<file path="src/rtl/xlat_pkg.sv">
package xlat_pkg;
  parameter int ADDR_W  = 16;
  parameter int OFFS_W  = 8;
  parameter int ENTRY_N = 8;
  localparam int PAGE_W = ADDR_W - OFFS_W;
  localparam int SLOT_W = $clog2(ENTRY_N);
  localparam int RANK_W = SLOT_W;

  typedef logic [SLOT_W-1:0] slot_t;

  // Strobes from control to datapath, one operation per cycle
  typedef struct packed {
    logic  doFlush;   // invalidate all entries
    logic  doFill;    // install mapping into slot
    logic  doTouch;   // permitted hit on slot
    logic  setDirty;  // write hit on slot
    logic  capWb;     // slot holds a valid mapping being displaced
    logic  capResp;   // accepted lookup this cycle
    slot_t slot;      // target entry
  } xlat_strobe_t;
endpackage

</file>
<file path="src/rtl/xlat_dpath.sv">
module xlat_dpath
  import xlat_pkg::*;
(
  input  logic                            clk,
  input  logic                            rstN,
  input  xlat_strobe_t                    strb,
  input  logic [PAGE_W-1:0]               lkVpn,
  input  logic [OFFS_W-1:0]               lkOffs,
  input  logic [PAGE_W-1:0]               fillVpn,
  input  logic [PAGE_W-1:0]               fillPpn,
  input  logic                            fillDirty,
  input  logic                            fillRd,
  input  logic                            fillWr,
  output logic [ENTRY_N-1:0]              matchVec,
  output logic [ENTRY_N-1:0]              validVec,
  output logic [ENTRY_N-1:0]              rdOkVec,
  output logic [ENTRY_N-1:0]              wrOkVec,
  output logic [ENTRY_N-1:0][RANK_W-1:0]  rankVec,
  output logic [ADDR_W-1:0]               respAddr,
  output logic [PAGE_W-1:0]               wbVpn,
  output logic [PAGE_W-1:0]               wbPpn,
  output logic                            wbDirty
);

  localparam logic [RANK_W-1:0] OLDEST = RANK_W'(ENTRY_N - 1);

  logic [ENTRY_N-1:0][PAGE_W-1:0] tagQ;
  logic [ENTRY_N-1:0][PAGE_W-1:0] ppnQ;
  logic [ENTRY_N-1:0]             validQ;
  logic [ENTRY_N-1:0]             dirtyQ;
  logic [ENTRY_N-1:0]             rdQ;
  logic [ENTRY_N-1:0]             wrQ;
  logic [ENTRY_N-1:0][RANK_W-1:0] rankQ;

  logic [RANK_W-1:0] oldRank;
  logic              reorder;

  assign oldRank = rankQ[strb.slot];
  assign reorder = strb.doFill | strb.doTouch;

  // Parallel tag compare
  generate
    for (genvar g = 0; g < ENTRY_N; g++) begin : gen_cmp
      assign matchVec[g] = validQ[g] && (tagQ[g] == lkVpn);
    end
  endgenerate

  assign validVec = validQ;
  assign rdOkVec  = rdQ;
  assign wrOkVec  = wrQ;
  assign rankVec  = rankQ;

  // Entry storage and recency reordering
  always_ff @(posedge clk or negedge rstN) begin
    if (!rstN) begin
      for (int i = 0; i < ENTRY_N; i++) begin
        validQ[i] <= 1'b0;
        dirtyQ[i] <= 1'b0;
        rdQ[i]    <= 1'b0;
        wrQ[i]    <= 1'b0;
        tagQ[i]   <= '0;
        ppnQ[i]   <= '0;
        rankQ[i]  <= OLDEST;
      end
    end else if (strb.doFlush) begin
      for (int i = 0; i < ENTRY_N; i++) begin
        validQ[i] <= 1'b0;
        rankQ[i]  <= OLDEST;
      end
    end else begin
      for (int i = 0; i < ENTRY_N; i++) begin
        if (reorder) begin
          if (strb.slot == SLOT_W'(i))
            rankQ[i] <= '0;
          else if (validQ[i] && (rankQ[i] < oldRank))
            rankQ[i] <= rankQ[i] + RANK_W'(1);
        end
        if (strb.doFill && (strb.slot == SLOT_W'(i))) begin
          validQ[i] <= 1'b1;
          tagQ[i]   <= fillVpn;
          ppnQ[i]   <= fillPpn;
          dirtyQ[i] <= fillDirty;
          rdQ[i]    <= fillRd;
          wrQ[i]    <= fillWr;
        end else if (strb.setDirty && (strb.slot == SLOT_W'(i))) begin
          dirtyQ[i] <= 1'b1;
        end
      end
    end
  end

  // Response address and writeback capture
  always_ff @(posedge clk or negedge rstN) begin
    if (!rstN) begin
      respAddr <= '0;
      wbVpn    <= '0;
      wbPpn    <= '0;
      wbDirty  <= 1'b0;
    end else begin
      respAddr <= (strb.capResp && strb.doTouch) ? {ppnQ[strb.slot], lkOffs} : '0;
      if (strb.capWb) begin
        wbVpn   <= tagQ[strb.slot];
        wbPpn   <= ppnQ[strb.slot];
        wbDirty <= dirtyQ[strb.slot];
      end
    end
  end

  // Rank-value decode used by the uniqueness checks
  logic [ENTRY_N-1:0][ENTRY_N-1:0] rankHit;
  always_comb begin
    for (int r = 0; r < ENTRY_N; r++)
      for (int i = 0; i < ENTRY_N; i++)
        rankHit[r][i] = (rankQ[i] == RANK_W'(r));
  end


  flush_empty_chk: assert property (@(posedge clk) disable iff (!rstN)
    strb.doFlush |=> (validQ == '0));


  write_dirty_chk: assert property (@(posedge clk) disable iff (!rstN)
    strb.setDirty |=> dirtyQ[$past(strb.slot)]);


  touch_newest_chk: assert property (@(posedge clk) disable iff (!rstN)
    reorder |=> (rankQ[$past(strb.slot)] == '0));

  generate
    for (genvar r = 0; r < ENTRY_N; r++) begin : gen_rank_chk

      rank_unique_chk: assert property (@(posedge clk) disable iff (!rstN)
        $countones(validQ & rankHit[r]) <= 1);
    end
  endgenerate

endmodule

</file>
<file path="src/rtl/xlat_ctrl.sv">
module xlat_ctrl
  import xlat_pkg::*;
(
  input  logic                            clk,
  input  logic                            rstN,
  input  logic                            flush,
  input  logic                            lookupValid,
  input  logic                            lookupWrite,
  input  logic                            fillValid,
  input  logic [ENTRY_N-1:0]              matchVec,
  input  logic [ENTRY_N-1:0]              validVec,
  input  logic [ENTRY_N-1:0]              rdOkVec,
  input  logic [ENTRY_N-1:0]              wrOkVec,
  input  logic [ENTRY_N-1:0][RANK_W-1:0]  rankVec,
  output xlat_strobe_t                    strb,
  output logic                            respHit,
  output logic                            respMiss,
  output logic                            respFault,
  output logic                            wbValid
);

  localparam logic [RANK_W-1:0] OLDEST = RANK_W'(ENTRY_N - 1);

  slot_t hitSlot;
  slot_t freeSlot;
  slot_t lruSlot;
  slot_t victim;
  logic  hitAny;
  logic  anyFree;
  logic  permOk;
  logic  lkAct;
  logic  fillAct;

  // Priority encoders: lowest index wins
  always_comb begin
    hitSlot  = '0;
    freeSlot = '0;
    lruSlot  = '0;
    for (int i = ENTRY_N - 1; i >= 0; i--) begin
      if (matchVec[i])           hitSlot  = SLOT_W'(i);
      if (!validVec[i])          freeSlot = SLOT_W'(i);
      if (rankVec[i] == OLDEST)  lruSlot  = SLOT_W'(i);
    end
  end

  assign hitAny  = |matchVec;
  assign anyFree = ~&validVec;
  assign victim  = anyFree ? freeSlot : lruSlot;
  assign permOk  = lookupWrite ? wrOkVec[hitSlot] : rdOkVec[hitSlot];
  assign fillAct = fillValid && !flush;
  assign lkAct   = lookupValid && !flush && !fillValid;

  always_comb begin
    strb          = '0;
    strb.doFlush  = flush;
    strb.doFill   = fillAct;
    strb.doTouch  = lkAct && hitAny && permOk;
    strb.setDirty = lkAct && hitAny && permOk && lookupWrite;
    strb.capWb    = fillAct && validVec[victim];
    strb.capResp  = lkAct;
    strb.slot     = fillAct ? victim : hitSlot;
  end

  always_ff @(posedge clk or negedge rstN) begin
    if (!rstN) begin
      respHit   <= 1'b0;
      respMiss  <= 1'b0;
      respFault <= 1'b0;
      wbValid   <= 1'b0;
    end else begin
      respHit   <= lkAct && hitAny && permOk;
      respMiss  <= lkAct && !hitAny;
      respFault <= lkAct && hitAny && !permOk;
      wbValid   <= strb.capWb;
    end
  end


  single_match_chk: assert property (@(posedge clk) disable iff (!rstN)
    $onehot0(matchVec));


  resp_exclusive_chk: assert property (@(posedge clk) disable iff (!rstN)
    $onehot0({respHit, respMiss, respFault}));


  victim_free_chk: assert property (@(posedge clk) disable iff (!rstN)
    (strb.doFill && anyFree) |-> !validVec[strb.slot]);


  victim_oldest_chk: assert property (@(posedge clk) disable iff (!rstN)
    (strb.doFill && !anyFree) |-> (rankVec[strb.slot] == OLDEST));


  busy_no_resp_chk: assert property (@(posedge clk) disable iff (!rstN)
    (flush || fillValid) |=> !(respHit || respMiss || respFault));


  fault_no_touch_chk: assert property (@(posedge clk) disable iff (!rstN)
    (lkAct && hitAny && !permOk) |-> !(strb.doTouch || strb.setDirty));

endmodule

</file>
<file path="src/rtl/xlat_buffer.sv">
module xlat_buffer
  import xlat_pkg::*;
(
  input  logic              clk,
  input  logic              rstN,
  input  logic              flush,
  input  logic              lookupValid,
  input  logic [ADDR_W-1:0] lookupAddr,
  input  logic              lookupWrite,
  input  logic              fillValid,
  input  logic [PAGE_W-1:0] fillVpn,
  input  logic [PAGE_W-1:0] fillPpn,
  input  logic              fillCanRead,
  input  logic              fillCanWrite,
  input  logic              fillDirty,
  output logic              respHit,
  output logic              respMiss,
  output logic              respFault,
  output logic [ADDR_W-1:0] respAddr,
  output logic              wbValid,
  output logic [PAGE_W-1:0] wbVpn,
  output logic [PAGE_W-1:0] wbPpn,
  output logic              wbDirty
);

  xlat_strobe_t                   strb;
  logic [ENTRY_N-1:0]             matchVec;
  logic [ENTRY_N-1:0]             validVec;
  logic [ENTRY_N-1:0]             rdOkVec;
  logic [ENTRY_N-1:0]             wrOkVec;
  logic [ENTRY_N-1:0][RANK_W-1:0] rankVec;

  xlat_ctrl u_ctrl (
    .clk        (clk),
    .rstN       (rstN),
    .flush      (flush),
    .lookupValid(lookupValid),
    .lookupWrite(lookupWrite),
    .fillValid  (fillValid),
    .matchVec   (matchVec),
    .validVec   (validVec),
    .rdOkVec    (rdOkVec),
    .wrOkVec    (wrOkVec),
    .rankVec    (rankVec),
    .strb       (strb),
    .respHit    (respHit),
    .respMiss   (respMiss),
    .respFault  (respFault),
    .wbValid    (wbValid)
  );

  xlat_dpath u_dpath (
    .clk      (clk),
    .rstN     (rstN),
    .strb     (strb),
    .lkVpn    (lookupAddr[ADDR_W-1:OFFS_W]),
    .lkOffs   (lookupAddr[OFFS_W-1:0]),
    .fillVpn  (fillVpn),
    .fillPpn  (fillPpn),
    .fillDirty(fillDirty),
    .fillRd   (fillCanRead),
    .fillWr   (fillCanWrite),
    .matchVec (matchVec),
    .validVec (validVec),
    .rdOkVec  (rdOkVec),
    .wrOkVec  (wrOkVec),
    .rankVec  (rankVec),
    .respAddr (respAddr),
    .wbVpn    (wbVpn),
    .wbPpn    (wbPpn),
    .wbDirty  (wbDirty)
  );

endmodule

</file>
<file path="config.mk">
export PLATFORM = sky130hd
export DESIGN_NAME = xlat_buffer
export DESIGN_NICKNAME = d
export VERILOG_FILES = /design/src/rtl/xlat_pkg.sv /design/src/rtl/xlat_dpath.sv /design/src/rtl/xlat_ctrl.sv /design/src/rtl/xlat_buffer.sv
export SDC_FILE = /design/constraint.sdc
export NUM_CORES = 1
export LEC_CHECK = 0
export CAP_MARGIN = 10
export CORE_ASPECT_RATIO = 0.75
export CORE_MARGIN = 2
export CORE_UTILIZATION = 54
export DETAILED_ROUTE_END_ITERATION = 7
export GPL_ROUTABILITY_DRIVEN = 0
export PLACE_DENSITY = 0.77
export SLEW_MARGIN = 20
export SYNTH_ARGS = -nofsm -noshare
export SYNTH_HDL_FRONTEND = slang
export SYNTH_SLANG_ARGS = --single-unit
</file>
<file path="constraint.sdc">
create_clock -name clk -period 4.7 [get_ports clk]
set_clock_uncertainty 0.2 [all_clocks]
set_input_delay 0.47 -clock clk [delete_from_list [all_inputs] [get_ports clk]]
set_output_delay 0.47 -clock clk [all_outputs]
set_load 0.02 [all_outputs]
</file>
Word level (Yosys, flattened, before mapping):

Index checks and enable logic that the tools add are counted.
Widths: inputs -> output; s select.

* register bits after elaboration: 221
* logic and storage cells: 298
* bits of input ports: 41
* output and inout port bits: 37

* $add $sub $neg: 8
* reduce and logical (&&, ||, !) cells: 98
* order comparisons: 11
* equality and inequality tests: 23
* mux-type cells: 92
* bitwise logic cells: 2

Operators with widths (count)
* $mux 3: 51
* $eq 8x8->1: 8
* $bmux 8 s3: 2
* $reduce_and 2->1: 24
* $logic_and 1x1->1: 42
* $eq 3x3->1 const B: 12
* $reduce_bool 2->1: 17
* $mux 1: 29
* $add 3x1->3 const B: 8
* $lt 3x3->1: 8
* $mux 24: 1
* $mux 8: 3
* $reduce_bool 3->1: 8
* $mux 16: 1
* $bmux 1 s3: 4
* $lt 3x4->1 const B: 3
* $bmux 3 s3: 1
* $reduce_and 8->1: 1
* $reduce_or 8->1: 1
* $eq 3x2->1 const B: 2
* $logic_not 1->1: 4
* $eq 3x1->1 const B: 1
* $logic_not 3->1: 1
* $not 1->1: 1
* $or 1x1->1: 1

Logic depth before layout (Yosys ltp):

* depth in word-level cells: 19
* mapped depth: 22
* gate-level depth less buffers: 18

Cells and area by module:

Synthesis repeated with hierarchy kept, for this count alone.

* cell total of the unflattened synthesis: 925
* area, all modules: 11561.1 µm²

Modules (own cells, without submodules)
* xlat_dpath: sequential area each 5460.2 µm², instances 1, area each 10866.7 µm², cells each 836
* xlat_ctrl: sequential area each 100.1 µm², instances 1, area each 694.4 µm², cells each 89

Least setup slack after synthesis:

No wires, ideal clock.

* kind: register to register
* start: register u_dpath.rankQ (netlist bit u_dpath.rankVec[18])
* end: register u_dpath.rankQ (netlist bit u_dpath.rankVec[21])
* slack: -0.078 ns
* arrival: 4.496 ns
* stages on the path, launching flop included: 21
* buffers on the path: 3
* setup time: 0.082 ns
* required time: 4.418 ns
* period minus slack after synthesis: 4.778 ns
* path through: dfstp_2 > ha_1 > ha_1 > nor2_1 > o31ai_1 > a211oi_1 > nor3_1 > clkbuf_1 > o21a_1 > clkbuf_1 > buf_1 > nor2_1 > o311a_1 > a31oi_1 > ha_1 > nand2b_1 > nand2_1 > a21oi_1 > o21ai_0 > o211ai_2 > mux2_4

* word-level cells in the longest chain between the ends: 16
* elaborated cells on any way between the ends: 20
* those cells by class: 1 x order compare; 2 x eq/ne; 14 x mux; 3 x reduce/logical

RTL lines
* start: declaration: line xlat_dpath.sv:33 `logic [ENTRY_N-1:0][RANK_W-1:0] rankQ;`
* start signal: indexed assignment: line xlat_dpath.sv:76 `rankQ[i] <= rankQ[i] + RANK_W'(1);`
* $eq 3x3->1
* $mux 3 (7 in series): line xlat_ctrl.sv:42 `if (rankVec[i] == OLDEST) lruSlot = SLOT_W'(i);`
* $mux 3: line xlat_ctrl.sv:48 `assign victim = anyFree ? freeSlot : lruSlot;`
* $mux 3: line xlat_ctrl.sv:61 `strb.slot = fillAct ? victim : hitSlot;`
* $bmux 3 s3: line xlat_dpath.sv:38 `assign oldRank = rankQ[strb.slot];`
* $mux 3 (not written as such): line xlat_dpath.sv:38
* $lt 3x3->1: line xlat_dpath.sv:75 `else if (validQ[i] && (rankQ[i] < oldRank))`
* $logic_and 1x1->1: line xlat_dpath.sv:75
* $reduce_bool 3->1 (no source line)
* $reduce_and 2->1 (no source line)

Several ways; a longest one is shown, not always the timed one. The select of a mux whose other input is x is not followed.
A chain may end at the register's enable or synchronous reset.

Final worst setup path:

* start: input lookupAddr[15]
* end: register u_dpath.rankQ (netlist bit u_dpath.rankVec[8])

* word-level cells in the longest chain between the ends: 17
* elaborated cells on any way between the ends: 45
* those cells by class: 1 x order compare; 9 x eq/ne; 19 x mux; 1 x bitwise; 15 x reduce/logical

RTL lines
* start: declaration: line xlat_buffer.sv:8 `input logic [ADDR_W-1:0] lookupAddr,`
* $eq 8x8->1: line xlat_dpath.sv:44 `assign matchVec[g] = validQ[g] && (tagQ[g] == lkVpn);`
* $logic_and 1x1->1: line xlat_dpath.sv:44
* $mux 3 (8 in series): line xlat_ctrl.sv:40 `if (matchVec[i]) hitSlot = SLOT_W'(i);`
* $mux 3 / $bmux 1 s3 (equally long branches): line xlat_ctrl.sv:61, xlat_ctrl.sv:49
* $bmux 3 s3 / $mux 1 (equally long branches): line xlat_dpath.sv:38, xlat_ctrl.sv:49
* $mux 3 (not written as such) / $mux 1 (equally long branches): line xlat_dpath.sv:38, xlat_ctrl.sv:49
* $lt 3x3->1 / $logic_and 1x1->1 (equally long branches): line xlat_dpath.sv:75, xlat_ctrl.sv:57
* $logic_and 1x1->1 / $or 1x1->1 (equally long branches): line xlat_dpath.sv:75, xlat_dpath.sv:39
* $reduce_bool 3->1 (no source line) / $reduce_bool 2->1 (equally long branches)
* $reduce_and 2->1 (no source line)

Several ways; a longest one is shown, not always the timed one. The select of a mux whose other input is x is not followed.

==> impl_metrics.toml <==
[global_routing]
grt_max_degree = 135
grt_pass1_wl_mm = 53.12
overflow = 0
grt_pass1_vias = 9778
antenna_found_initial = 0
grt_use_total_pct = 28.46

[synth]
ys.flop_type = "dfrtp_1"
yosysSeqAreaShare_pct = 45.40
syn_inst = 1218
async_flop_share_pct = 100.0
synth_compound_area_share_pct = 10.30
syn_nets = 1283
yosysUniqueCellTypes = 71
yosys_warnings = 0
synth_top_family_by_area = "multiplexers"
synthAdderAreaFrac_pct = 2.452
synth_edf_count = 0
synth_mux_area_share_pct = 16.86
synth.avg_cell_area_um2 = 10.06
yosys.area_share.simple_pct = 16.81
synth_xor_area_share_pct = 4.577
syn_area_um2 = 12250
ys_ff_latch = 221

[sta]
slew_headroom_pct = 53.35
layout_setup_ws_ps = 273.1
maxSlewViolCount = 0
rsz0062_at_grt = "false"
period_share_pct = 94.19
tightest_slew_ps = 699.7
finalSetupTns_ps = 0
fin_crit_ps = 4427
setup_viol = 0
finalHoldViolCount = 0
clock.fmax_mhz = 225.9

[cells_and_area]
multi_input_area_um2 = 6269
n_antenna_cell = 0
synthToLayoutAreaGrowth_pct = 17.69
stdcell_area_um2 = 14420
seq_area_um2 = 5560
drive_above_1_share_pct = 24.38
final_common_cell = "nand2_1"
final_net_count = 1381
layout_common_cells = "nand2_1 (202), dfrtp_1 (197), mux2_2 (161)"
nFillCells = 1723

[power_and_ir_drop]
intPower_uw = 3781
switching_share_pct = 30.45
seq_power_share_pct = 43.7
ir_worst_vdd_mv = 0.3219
share_comb_of_total_power_pct = 22.8
p_switching_uw = 1656
power_frac_clock_pct = 33.5
p_per_area_nw_per_um2 = 377.2
p_leak_uw = 0.006515

[placement]
dp_slack_ps = -48.76
numPortBuffers = 77
hpwl_mm = 22.04
placed_cell_area_um2 = 13620

[drt]
via_count = 9946
routed_wl_mm = 33.63
vias_per_cell = 6.113
drcViolationCount = 0
antenna_left = 0
dr.pass1.iters = 5
drtIter0Drc = 1246
wl_per_cell_um = 20.67

[critical_path]
critical_path.max_fanout = 10
critPathTopFamily = "compound AO/OA/AOI/OAI gates"
end_kind = "flip-flop"
path_buf_inv = 2
crit_required_ps = 4940
startpoint_type = "input pin"
arrival_ps = 4660
cpMaxStageDelayCell = "clkdlybuf4s50_1"
path_cells = "clkdlybuf4s50_1, xnor2_1, nand4_1, nor4_1, nor2_2, o21ai_4, o21a_2, nor2_1, o311a_1, a31oi_2, buf_4, ha_1, nand2b_1, nand2_1, a21oi_1, o21ai_0, o211ai_2, mux2i_1"
critPathMaxStageDelay_ps = 550
worstSetupPathType = "input pin to flip-flop"

[floorplanning]
core_um2 = 22170
io_pins = 78
start_util_pct = 55.25
chipHeight_um = 134.4
dieArea_um2 = 23910
die_x_um = 177.9
core.rowCount = 47

[clocking]
cts_buffers = 23
root_buffer = "clkbuf_16"
cts.sinks = 221
insertion_delay_ps = 520
cts_tree = "done"
htreeDepth = 1
path_clk_slew_ps = 60
clock_path_buffers = 3

[run_status]
outcome = "completed"

[flow_run]
maxCapViolations = 0

[worst_hold_path]
min_path_type = "input pin to async pin"
## Yosys cell counts, drive strengths merged, types with 3 or more instances
| cell type | instances | area share (%) |
|---|---|---|
| nor2 | 30 | 1.0 |
| nand3 | 126 | 5.2 |
| xor2 | 17 | 1.2 |
| o21ai | 68 | 2.9 |
| o211ai | 15 | 1.1 |
| dfstp | 24 | 5.1 |
| mux2 | 165 | 15 |
| inv | 26 | 0.80 |
| mux2i | 16 | 1.4 |
| xnor2 | 47 | 3.4 |
| o21a | 6 | 0.37 |
| a31oi | 10 | 0.68 |
| o21bai | 3 | 0.21 |
| nor4 | 5 | 0.31 |
| o2111ai | 8 | 0.57 |
| or3 | 3 | 0.15 |
| and2 | 22 | 1.1 |
| a21oi | 50 | 2.1 |
| a41oi | 5 | 0.36 |
| o31ai | 5 | 0.35 |
| dfrtp | 197 | 40 |
| nand2b | 7 | 0.36 |
| o22ai | 3 | 0.15 |
| nor3 | 17 | 0.69 |
| clkbuf | 27 | 0.83 |
| ha | 24 | 2.5 |
| nand2 | 203 | 6.2 |
| nor2b | 6 | 0.31 |
| nand4 | 18 | 0.97 |
| a21o | 4 | 0.25 |
| buf | 39 | 2.0 |
| or2 | 3 | 0.15 |
## state kept, by name, summed over array words and instances, names as in the netlist
name              flops
u_dpath.ppnQ         64
u_dpath.tagQ         64
u_dpath.rankVec      24
u_dpath.respAddr     16
u_dpath.dirtyQ        8
u_dpath.rdOkVec       8
u_dpath.validVec      8
u_dpath.wbPpn         8
u_dpath.wbVpn         8
u_dpath.wrOkVec       8
u_ctrl.respFault      1
u_ctrl.respHit        1
u_ctrl.respMiss       1
u_ctrl.wbValid        1
u_dpath.wbDirty       1
## what timing repair did
| item | 4_1_cts | 5_1_grt |
|---|---|---|
| gates resized for setup | 0 | 1 |
| buffers inserted | 0 | 0 |
| setup endpoints to repair | 0 | 8 |
| hold buffers | 1 | 0 |
| endpoints found under the hold margin | 109 | 0 |
## routing by layer
metal	track usage, %	wire [um]	part of all wire (%)	vias to the layer above
met4	7.605	896	2.7	0
met5	0	0	0	-
met1	40.50	14480	43	4820
met3	6.378	3226	9.6	88
met2	44.06	15030	45	529
li1	-	-	-	4509
## stage by stage
step	util [%]	std cells	total power [uW]	hold WS (ps)
after CTS	64.87	1626	5436	293.3
after floorplan	-	1218	3186	-25.59
final	65.02	1627	5437	284.6
after global placement	61.41	1583	3553	286.2
after global routing	65.02	1627	5705	298.9
after detailed placement	61.41	1583	3603	291.7
## path summary, 6_finish.rpt
check | start | to | slack [ps] | cells past startpoint
max | lookupAddr[15] | u_dpath.rankVec[8] | 270 | 18
min | rstN | u_dpath.respAddr[2] | 280 | 2
max reg2reg | u_dpath.rankVec[21] | u_dpath.rankVec[8] | 320 | 18
min reg2reg | u_dpath.wbVpn[2] | u_dpath.wbVpn[2] | 300 | 1
max in group asynchronous | rstN | u_dpath.tagQ[11] | 2790 | 4
min in group clk | u_dpath.wbVpn[2] | u_dpath.wbVpn[2] | 300 | 1
## cells by family (layout without fill, tap and decap cells)
logic type / after synthesis / in the layout
buffers and inverters: 92 / 207
AO/OA/AOI/OAI: 191 / 191
XOR/XNOR: 64 / 64
flip-flops: 221 / 221
adder cells (fa/ha/maj): 24 / 24
multiplexers: 182 / 182
AND/OR/NAND/NOR: 444 / 444
## area by class of cell
| type | instances | share of cell area [%] |
|---|---|---|
| multi-input combinational | 905 | 43.49 |
| sequential | 221 | 38.57 |
| tap | 294 | 2.552 |
| clock buffer | 33 | 4.670 |
| timing repair buffer | 139 | 9.461 |
| clock inverter | 9 | 0.5815 |
| inverter | 26 | 0.6770 |
## power groups by stage
| stage | Sequential, uW | Combinational [uW] | Clock (uW) |
|---|---|---|---|
| finish | 2380 | 1240 | 1820 |
| global route | 2400 | 1380 | 1920 |
| CTS | 2370 | 1220 | 1850 |
| detailed placement | 2400 | 1210 | 0 |
| global placement | 2390 | 1170 | 0 |
| floorplan | 2330 | 858 | 0 |
Note: power is estimated with default switching activity, not from simulation.
